`config.mk`:
```
export PLATFORM = sky130hd
export DESIGN_NAME = win_alarm_unit
export DESIGN_NICKNAME = d
export VERILOG_FILES = /design/src/rtl/win_alarm_unit.sv
export SDC_FILE = /design/constraint.sdc
export NUM_CORES = 1
export LEC_CHECK = 0
export ABC_AREA = 1
export BUFFER_PORTS_ARGS = -buffer_cell sky130_fd_sc_hd__buf_4
export CAP_MARGIN = 15
export CORE_MARGIN = 2
export CORE_UTILIZATION = 55
export CTS_BUF_LIST = sky130_fd_sc_hd__clkbuf_4 sky130_fd_sc_hd__clkbuf_8
export DETAILED_ROUTE_END_ITERATION = 8
export PLACE_DENSITY = 0.84
export SETUP_SLACK_MARGIN = 0.2
export SYNTH_ARGS = -nofsm -noshare
export SYNTH_HDL_FRONTEND = slang
export SYNTH_SLANG_ARGS = --single-unit
```
`constraint.sdc`:
```
create_clock -name clk -period 2.65 [get_ports clk]
set_clock_uncertainty 0.05 [all_clocks]
set_input_delay 0.53 -clock clk [delete_from_list [all_inputs] [get_ports clk]]
set_output_delay 0.53 -clock clk [all_outputs]
set_load 0.005 [all_outputs]
```
`src/rtl/win_alarm_unit.sv`:
```
module win_alarm_unit #(
  parameter int NCH      = 16,
  parameter int TW       = 10,
  parameter int RW       = 12,
  parameter int SET_EDGE = 12,
  parameter int CLR_EDGE = 10
) (
  input  logic        clk,
  input  logic        rst_n,
  input  logic        frame_start,
  input  logic        sclk_fall,
  input  logic        cmd_valid,
  input  logic [15:0] cmd_word,
  input  logic        res_valid,
  input  logic [3:0]  res_chan,
  input  logic [11:0] res_data,
  input  logic        narrow_res,
  input  logic [2:0]  route,
  output logic        alarm_hi,
  output logic        alarm_lo,
  output logic [1:0]  alarm_sel,
  output logic [1:0]  alarm_pin,
  output logic        prog_active,
  output logic [1:0]  prog_group
);
  localparam int CW   = $clog2(NCH);
  localparam int NREG = 2 * NCH;
  localparam int NW   = TW - 2;

  logic [TW-1:0] lim [NREG];
  logic [4:0]    ecnt;
  logic [CW-1:0] cap_chan;
  logic [RW-1:0] cap_data;

  logic [CW:0]   wr_idx;
  logic [TW-1:0] hi_lim, lo_lim;
  logic [TW-1:0] top;
  logic          over, under;

  assign wr_idx = {prog_group, cmd_word[15:14], cmd_word[13]};
  assign hi_lim = lim[{cap_chan, 1'b1}];
  assign lo_lim = lim[{cap_chan, 1'b0}];
  assign top    = cap_data[RW-1 -: TW];
  assign over   = narrow_res ? (top[TW-1 -: NW] > hi_lim[TW-1 -: NW]) : (top > hi_lim);
  assign under  = narrow_res ? (top[TW-1 -: NW] < lo_lim[TW-1 -: NW]) : (top < lo_lim);

  always_ff @(posedge clk or negedge rst_n) begin
    if (!rst_n) begin
      prog_active <= 1'b0;
      prog_group  <= 2'd0;
    end else if (cmd_valid) begin
      if (!prog_active) begin
        if (cmd_word[15:14] == 2'b11) begin
          prog_active <= 1'b1;
          prog_group  <= cmd_word[13:12];
        end
      end else if (cmd_word[12]) begin
        prog_active <= 1'b0;
      end
    end
  end

  for (genvar g = 0; g < NREG; g++) begin : g_lim
    always_ff @(posedge clk or negedge rst_n) begin
      if (!rst_n)
        lim[g] <= (g % 2 == 1) ? {TW{1'b1}} : {TW{1'b0}};
      else if (cmd_valid && prog_active && wr_idx == (CW+1)'(g))
        lim[g] <= cmd_word[TW-1:0];
    end
  end

  always_ff @(posedge clk or negedge rst_n) begin
    if (!rst_n) begin
      cap_chan <= '0;
      cap_data <= '0;
    end else if (res_valid) begin
      cap_chan <= res_chan[CW-1:0];
      cap_data <= res_data;
    end
  end

  always_ff @(posedge clk or negedge rst_n) begin
    if (!rst_n)
      ecnt <= '0;
    else if (frame_start)
      ecnt <= '0;
    else if (sclk_fall && ecnt != 5'h1f)
      ecnt <= ecnt + 5'd1;
  end

  always_ff @(posedge clk or negedge rst_n) begin
    if (!rst_n) begin
      alarm_hi <= 1'b0;
      alarm_lo <= 1'b0;
    end else if (sclk_fall && !frame_start) begin
      if (ecnt == 5'(SET_EDGE - 1)) begin
        alarm_hi <= over;
        alarm_lo <= under;
      end else if (ecnt == 5'(CLR_EDGE - 1)) begin
        alarm_hi <= 1'b0;
        alarm_lo <= 1'b0;
      end
    end
  end

  logic both_pin0, hi_pin0, lo_pin1;
  assign both_pin0 = route[0];
  assign hi_pin0   = !route[0] && route[1];
  assign lo_pin1   = !route[0] && route[2];

  assign alarm_sel = {lo_pin1, both_pin0 | hi_pin0};
  assign alarm_pin = {lo_pin1 & alarm_lo,
                      (both_pin0 & (alarm_hi | alarm_lo)) | (hi_pin0 & alarm_hi)};
endmodule


```
## Yosys cells after proc, flatten, opt, wreduce, memory -nomap -nowiden

Index checks and enable logic that the tools add are counted.

- $add $sub $neg: 1
- $lt $le $gt $ge: 6
- Equal/unequal tests: 35
- Mux-type cells: 16
- Bitwise logic cells: 9
- Reductions and logical operators: 44

Operator list:

| operator | count |
|---|---|
| 10-bit binary-select mux with 5-bit select | 2 |
| 5-bit == test (second input constant) | 16 |
| 5-bit by 4-bit == test with 1-bit output (second input constant) | 10 |
| 10-bit two-way mux | 4 |
| 1-bit logical AND | 37 |
| 5-bit by 3-bit == test with 1-bit output (second input constant) | 4 |
| 6-bit >= comparator (second input constant) | 2 |
| 5-bit inverter with 6-bit output | 2 |
| 5-bit by 2-bit == test with 1-bit output (second input constant) | 2 |
| 10-bit > comparator | 1 |
| 10-bit < comparator | 1 |
| 5-bit two-way mux | 2 |
| 8-bit > comparator | 1 |
| 8-bit < comparator | 1 |
| 1-bit two-way mux | 8 |
| 5-bit by 1-bit adder with 5-bit output (second input constant) | 1 |
| 5-bit by 1-bit == test with 1-bit output (second input constant) | 1 |
| 5-bit zero test | 1 |
| 5-bit inequality test (second input constant) | 1 |
| 2-bit nonzero test | 2 |
| 1-bit bitwise AND | 3 |
| 1-bit OR | 3 |
| 3-bit AND reduction | 1 |
| 2-bit == test (second input constant) | 1 |
| 3 further kinds | 4 |

- Flip-flop bits (word level): 346
- Bits of input ports: 42
- Output and inout port bits: 9
- Logic and storage cells: 150

## Logic depth before layout (Yosys ltp)

Gate-level depths: netlist (run 1).

- Depth after elaboration: 7
- Mapped depth: 18
- Mapped depth without buffers: 15

## Least setup slack after synthesis (run 1)

Ideal clock, no wire load.

- Path type: flip-flop to flip-flop
- Start point: reg cap_chan[0]
- End point: reg alarm_hi
- Library setup time: 0.125 ns
- Arrival: 2.222 ns
- Data required time: 2.475 ns
- Slack: 0.253 ns
- Stages on the path, launching flop included: 18
- Path buffers: 3
- Clock period less this slack: 2.397 ns
- Path through: dfrtp_1 buf_6 inv_8 buf_8 clkbuf_1 o21ai_0 o221ai_1 nand3_1 nand2_1 inv_1 ha_1 a21o_1 o21ai_0 o211ai_1 o21ai_0 nand2_1 o2111ai_1 nand2_1

- Word-level cells in the longest chain between the ends: 7
- Elaborated cells on any way between the ends: 8
- Classes of those cells: order compare: 2; mux: 5; bitwise: 1

RTL lines:

| element | RTL line | text |
|---|---|---|
| from (decl) | 32 | `logic [CW-1:0] cap_chan;` |
| from (signal assigned) | 77 | `cap_chan <= res_chan[CW-1:0];` |
| 5-bit inverter with 6-bit output (implied by the code) (*) | 41 | `assign hi_lim = lim[{cap_chan, 1'b1}];` |
| 10-bit binary-select mux with 5-bit select (*) | 41 |  |
| 10-bit two-way mux (implied by the code) (*) (2 in a row) | 41 |  |
| 10-bit > comparator / 8-bit > comparator (equally long branches) | 44 | `assign over = narrow_res ? (top[TW-1 -: NW] > hi_lim[TW-1 -: NW]) : (top > hi_lim);` |
| 1-bit two-way mux (*) | 44 |  |
| 1-bit two-way mux (*) | 96 | `if (ecnt == 5'(SET_EDGE - 1)) begin` |
| to (signal assigned) | 97 | `alarm_hi <= over;` |
| to (decl) | 19 | `output logic alarm_hi,` |

Every way passes the cells marked *; elsewhere a longest branch is shown, timed or not. The select of a mux whose other input is x is not followed.
A chain may end at the register's enable or synchronous reset.

## Worst setup path in the final report (run 1)

- Start point: reg cap_chan[0]
- End point: reg alarm_lo

- Word-level cells in the longest chain between the ends: 7
- Elaborated cells on any way between the ends: 8
- Classes of those cells: order compare: 2; mux: 5; bitwise: 1

RTL lines:

| element | RTL line | text |
|---|---|---|
| 5-bit inverter with 6-bit output (implied by the code) (*) | 42 | `assign lo_lim = lim[{cap_chan, 1'b0}];` |
| 10-bit binary-select mux with 5-bit select (*) | 42 |  |
| 10-bit two-way mux (implied by the code) (*) (2 in a row) | 42 |  |
| 10-bit < comparator / 8-bit < comparator (equally long branches) | 45 | `assign under = narrow_res ? (top[TW-1 -: NW] < lo_lim[TW-1 -: NW]) : (top < lo_lim);` |
| 1-bit two-way mux (*) | 45 |  |
| 1-bit two-way mux (*) | 96 |  |
| to (signal assigned) | 98 | `alarm_lo <= under;` |
| to (decl) | 20 | `output logic alarm_lo,` |

Marked as above.

==> metrics.yaml, run 1 <==
p_leak_nw: 7.93
syn_area_um2: 16100
antenna_left: 0
power_density_nw_per_um2: 782
p_total_mw: 14.5
status: "complete, but fails checks"
required_ns: 3.13
hold_path.class: "primary input to asynchronous set/reset pin"
gp_congestion: 0.930
drc: 0
routed_via_density: 6.18
placed_area_um2: 17000
clk_pin_slew_ns: 0.06
stdcell_area_um2: 18600
yosysWarnings: 0
violations: "setup timing"
drive_above_1_share_pct: 23.4
synth_top_family_by_area: "compound AO/OA/AOI/OAI gates"
dieArea_um2: 30700
end_kind: "register"
antenna_found_initial: 0
drt_iter0_drc: 1587
dr.pass1.iters: 6
synth_compound_area_share_pct: 20.6
synthMuxAreaShare_pct: 0.559
die_h_um: 175
highest-signal-layer: "met4"
cts.sinks: 344
clkLatencyLatePin_ns: 0.61
synth_cells: 1857
wl_met3_um: 5010
cts_tree: "done"
final_nets: 1968
wirelength_um: 45900
fillers: 2133
synth_fa_ha_area_share_pct: 1.86
io_buffers: 46
final_hold_viol_count: 0
period_share_pct: 107
instances_no_fill: 2326
yosys_register_bits: 344
wl_met1_um: 17800
drv_slew: 0
pre_cts_ws_ns: -0.180
root_buffer: "clkbuf_8"
synth_xor_area_share_pct: 0
grt_pass1_vias: 13967
grt_first_pass_wirelength_um: 70900
n_antenna_cell: 0
ys_seq_area_share_pct: 54.6
fp.coreArea_um2: 28800
clockBufferDepth: 3
cts-buffers-inserted: 55
drv_cap: 0
wire_per_inst_um: 19.7
die_w_um: 175
htreeDepth: 2
peakVddDrop_v: 0.000424
cp_max_fo: 8
dp_hpwl_um: 27400
critical_path_class: "register to register"
track_usage_pct: 28.9
dp_cells: 2218
fmax_ghz: 0.353
startpoint_type: "register"
rsz0062_at_grt: "yes"
min_period_ns: 2.83
syn_avg_cell_area_um2: 8.68
ys_types: 43
tightestPinTransition_ns: 0.755
vias: 14385
wl_met2_um: 21400
arrival_ns: 3.31
syn_nets: 1923
fp-row-count: 62
grt_max_degree: 81
slew_headroom_pct: 49.5
fin_ws_ns: -0.181
initial_core_util_pct: 56.0
grt_overflow: 0
pin_count: 51
synth-simple-area-share_pct: 16.1
setup_viol: 2
area_growth_pct: 15.4
[Yosys cell counts, drive strengths merged]
library cell,number,area share [%]
a21o,1,0.047
o21ai,465,14
nor3b,1,0.047
o211ai,17,0.85
a21oi,30,0.93
o31ai,1,0.047
inv,54,1.3
clkbuf,110,2.6
mux2,8,0.56
o221ai,60,3.3
nand4,4,0.16
a211oi,1,0.047
clkinv,1,0.023
nor2,203,4.8
o21a,1,0.047
nor4,1,0.039
dfstp,160,26
a22o,1,0.054
nor3,7,0.22
a31oi,1,0.039
a21boi,1,0.047
ha,24,1.9
dfrtp,184,29
o2111ai,1,0.054
nand2,406,9.5
o22ai,16,0.62
buf,53,2.3
nand3,41,1.3
or2,4,0.16
[layout make-up]
type / instances / area (um2) / share of cell area [%]
flip-flops and latches: 344 / 8810 / 47.4
multi-input cells: 1295 / 6440 / 34.6
repair buffers: 151 / 1470 / 7.91
clock buffers: 93 / 1150 / 6.17
well taps: 384 / 480 / 2.58
inverters: 55 / 224 / 1.20
clock inverters: 4 / 26.3 / 0.141
[kinds of logic (layout without fill, tap and decap cells)]
| group | count (synthesis) | in the layout |
|---|---|---|
| flops | 344 | 344 |
| compound gates | 596 | 596 |
| mux | 8 | 8 |
| simple gates | 667 | 667 |
| buf+inv | 218 | 303 |
| fa+ha+maj | 24 | 24 |
[layout by cell type, fill, tap and decap left out, types with 4 or more instances in the layout]
master,instances
o21ai_0,416
nand2_1,402
nor2_1,198
dfrtp_1,181
dfstp_2,160
buf_4,119
clkbuf_8,72
o221ai_1,52
inv_1,50
o21ai_1,48
nand3_1,38
a21oi_1,30
clkbuf_4,21
ha_1,20
buf_12,16
o22ai_1,15
o211ai_1,15
buf_6,9
o221ai_2,8
mux2_2,8
nor2_2,5
nor3_1,5
nand2_2,4
nand4_1,4
ha_4,4
clkbuf_16,4
[timing repair]
action,CTS,global route
pin swaps,13,26
hold buffers,0,0
gates resized for setup,16,36
setup endpoints to repair,2,2
cloned,1,4
setup buffers,2,4
[flip-flops by register name, indices dropped and copies added (netlist names)]
| signal | count |
|---|---|
| cap_chan | 4 |
| cap_data | 10 |
| ecnt | 5 |
| alarm_lo | 1 |
| prog_active | 1 |
| alarm_hi | 1 |
| prog_group | 2 |
| lim | 320 |
[routing by layer]
metal | global-route usage [%] | vias up
met1 | 38.1 | 6990
met3 | 6.14 | 174
met2 | 46.3 | 850
met4 | 13.1 | 0
li1 | - | 6371
met5 | 0 | -
[report_power, final]
group	internal (mW)	leakage, nW	switching (mW)	total (mW)
sequential	6.47	4.12	0.553	7.03
combinational	1.11	3.19	1.65	2.76
clock	2.71	0.627	2.05	4.76
total	10.3	7.93	4.26	14.5
[stage by stage]
step | utilization, % | hold slack, ns | setup TNS, ns
floorplan | - | 0.184 | 0
global placement | 59.2 | 0.411 | -0.126
detailed placement | 59.2 | 0.415 | -0.232
CTS | 63.6 | 0.0279 | -0.240
global route | 64.7 | 0.0439 | -0.645
finish | 64.7 | 0.0135 | -0.338
[worst max-delay path, stage by stage (launching register included)]
cell and delay (ns):
dfrtp_4 0.50, clkinv_8 0.12, buf_12 0.16, buf_6 0.12
buf_8 0.13, o21ai_1 0.14, o22ai_1 0.10, o211ai_1 0.33
nand2_1 0.12, inv_1 0.11, ha_1 0.25, nand4_1 0.15
buf_4 0.13, nor3_1 0.04, nor4_1 0.18, nand2_1 0.08
nand2_1 0.06
[path summary, 6_finish.rpt]
| check | from | to | slack [ns] | cells after the start |
|---|---|---|---|---|
| max reg2reg | cap_chan[0] | alarm_lo | -0.18 | 16 |
| max in group asynchronous | rst_n | cap_chan[0] | 2.04 | 2 |
| min | rst_n | lim[26] | 0.01 | 1 |
| max | cap_chan[0] | alarm_lo | -0.18 | 16 |
| min reg2reg | lim[186] | lim[186] | 0.43 | 2 |
| min in group clk | frame_start | ecnt[0] | 0.09 | 2 |
Note: power is estimated with default switching activity, not from simulation.
==> run 2, diff against run 1 <==
CELL_PAD_IN_SITES_DETAIL_PLACEMENT = 0   (was unset)
CELL_PAD_IN_SITES_GLOBAL_PLACEMENT = 2   (was unset)
CORE_UTILIZATION = 40   (was 55)
PLACE_DENSITY = 0.93   (was 0.84)
==> run 2 against run 1 <==
Compared with the run above: the run still ends with setup timing left; utilization fell by 15 points; first-iteration DRC count fell by 32%; design area rose by 5.1%; critical path type unchanged; largest cell class unchanged.
==> metrics.yaml, run 2 (synthesis gave the netlist of run 1 again) <==
status: "complete, but fails checks"
violations: "setup timing"
rr_worst_depth: 16  # unchanged
drt_iter0_drc: 1080  # -32%
fp-row-count: 73  # +18%
p_leak_nw: 8.24  # +3.9%
power_density_nw_per_um2: 780  # -0.21%
startpoint_type: "register"
regMostFlops: "lim"
drv_slew: 0  # unchanged
use_met2_pct: 36.6  # -9.7 points
arrival_ns: 3.40  # +0.09 ns
end_kind: "register"
period_share_pct: 111  # +4.6 points
cts-buffers-inserted: 58  # +5.5%
clk_pin_slew_ns: 0.06  # about the same
largest_register_ffs: 320  # unchanged
fin_setup_tns_ns: -0.505  # -0.167 ns
io_buffers: 46  # unchanged
htreeDepth: 2  # unchanged
cp_max_fo: 5  # -3
use_met1_pct: 33.2  # -4.9 points
rrSetupSlack_ns: -0.30  # -0.12 ns
wire_per_inst_um: 19.4  # -1.7%
busiest_layer: "met2"
routed_via_density: 5.39  # -13%
die_w_um: 205  # +17%
drv_cap: 0  # unchanged
final_cell_mix: "o21ai_0, nand2_1, nor2_1"
track_usage_pct: 23.3  # -5.6 points
fp.coreArea_um2: 39700  # +38%
initial_core_util_pct: 40.6  # -15 points
clkLatencyLatePin_ns: 0.62  # about the same
antenna_found_initial: 0  # unchanged
grt_overflow: 0  # unchanged
drc: 0  # unchanged
grt_first_pass_wirelength_um: 75500  # +6.5%
min_period_ns: 2.95  # +0.121 ns
p_total_mw: 15.3  # +4.9%
die_h_um: 205  # +17%
stdcell_area_um2: 19600  # +5.1%
reg_top3: "lim: 320 flops, cap_data: 10 flops, ecnt: 5 flops"
vias: 13466  # -6.4%
final_hold_viol_count: 0  # unchanged
critical_path_class: "register to register"
rsz0062_at_grt: "yes"
met3_usage_pct: 3.98  # -2.2 points
dr.pass1.iters: 5  # -1
dieArea_um2: 41900  # +37%
wirelength_um: 48400  # +5.5%
hold_path.class: "primary input to register"
tightestPinTransition_ns: 0.750  # -0.00455 ns
root_buffer: "clkbuf_8"
clockBufferDepth: 3  # unchanged
hold_end: "cap_chan[2]"
final_nets: 1992  # +1.2%
placed_area_um2: 17300  # +1.7%
grt_max_degree: 73  # -9.9%
rr_startpoint: "cap_chan[0]"
fmax_ghz: 0.339  # -4.1%
holdPathStages: 3
antenna_left: 0  # unchanged
mostFrequentLayoutCell: "o21ai_0"
hold_start: "res_chan[2]"
drive_above_1_share_pct: 26.7  # +3.2 points
grt_pass1_vias: 13121  # -6.1%
area_growth_pct: 21.3
cts_tree: "done"
pin_count: 51  # unchanged
gp_congestion: 0.823  # -11%
n_antenna_cell: 0  # unchanged
fin_util_pct: 49.2  # -15 points
peakVddDrop_v: 0.000277  # -35%
required_ns: 3.10  # -0.03 ns
cts.sinks: 344  # unchanged
slew_headroom_pct: 49.9  # +0.30 points
fin_ws_ns: -0.302  # -0.121 ns
timing.hold.ws_ns: 0.0664  # +0.0528 ns
worst_r2r_endpoint: "alarm_hi"
setup_viol: 2  # unchanged
dp_hpwl_um: 29000  # +6.0%
[run 2: how the worst max path moves through the flow]
stage	from	endpoint	depth (start not counted)
2_1_floorplan	cap_chan[0]	alarm_hi	17
3_3_place_gp	cap_chan[0]	alarm_hi	15
3_5_place_dp	cap_chan[0]	alarm_hi	16
4_1_cts	cap_chan[0]	alarm_hi	17
5_1_grt	cap_chan[0]	alarm_hi	16
6_report	cap_chan[0]	alarm_hi	16
[run 2: layout make-up]
| cell class | instances | area, um2 |
|---|---|---|
| flip-flops and latches | 344 | 8810 |
| clock buffers | 99 | 1260 |
| clock inverters | 7 | 60.1 |
| repair inverters | 2 | 46.3 |
| inverters | 55 | 235 |
| repair buffers | 170 | 1830 |
| multi-input cells | 1295 | 6660 |
| fillers | 3793 | 20200 |
| well taps | 525 | 657 |
[run 2: timing repair]
item	4_1_cts	5_1_grt
hold endpoints to repair	40	0
setup buffers	7	8
cloned	6	3
hold buffers	1	0
setup endpoints to repair	2	2
resized for setup	33	94
pin swaps	22	67
[run 2: critical path, stage by stage, from the launching register on]
cell,delay [ns]
dfrtp_4,0.53
buf_6,0.16
buf_12,0.13
buf_16,0.13
nor2_4,0.10
o22ai_2,0.10
o211ai_1,0.43
nand2_1,0.16
inv_2,0.11
ha_4,0.21
a21o_1,0.19
o21ai_1,0.14
o211ai_1,0.11
o21ai_1,0.08
nand2_1,0.06
o2111ai_1,0.07
nand2_1,0.07
[run 2: where the power goes]
part	switching (mW)	internal (mW)	total (mW)
Sequential	0.529	6.47	7.00
Clock	2.20	3.06	5.26
Combinational	1.73	1.27	3.01
Total	4.46	10.8	15.3
[run 2: metal layers]
layer | vias up | routed length [um]
met1 | 6539 | 22500
met5 | - | 0
met2 | 429 | 21700
li1 | 6428 | -
met3 | 70 | 3180
met4 | 0 | 1040
[run 2: metrics by stage]
step | setup slack (ns) | instances
2_1_floorplan | 0.253 | 1857
6_report | -0.302 | 2497
3_5_place_dp | -0.294 | 2366
4_1_cts | -0.251 | 2486
5_1_grt | -0.346 | 2497
3_3_place_gp | -0.261 | 2366
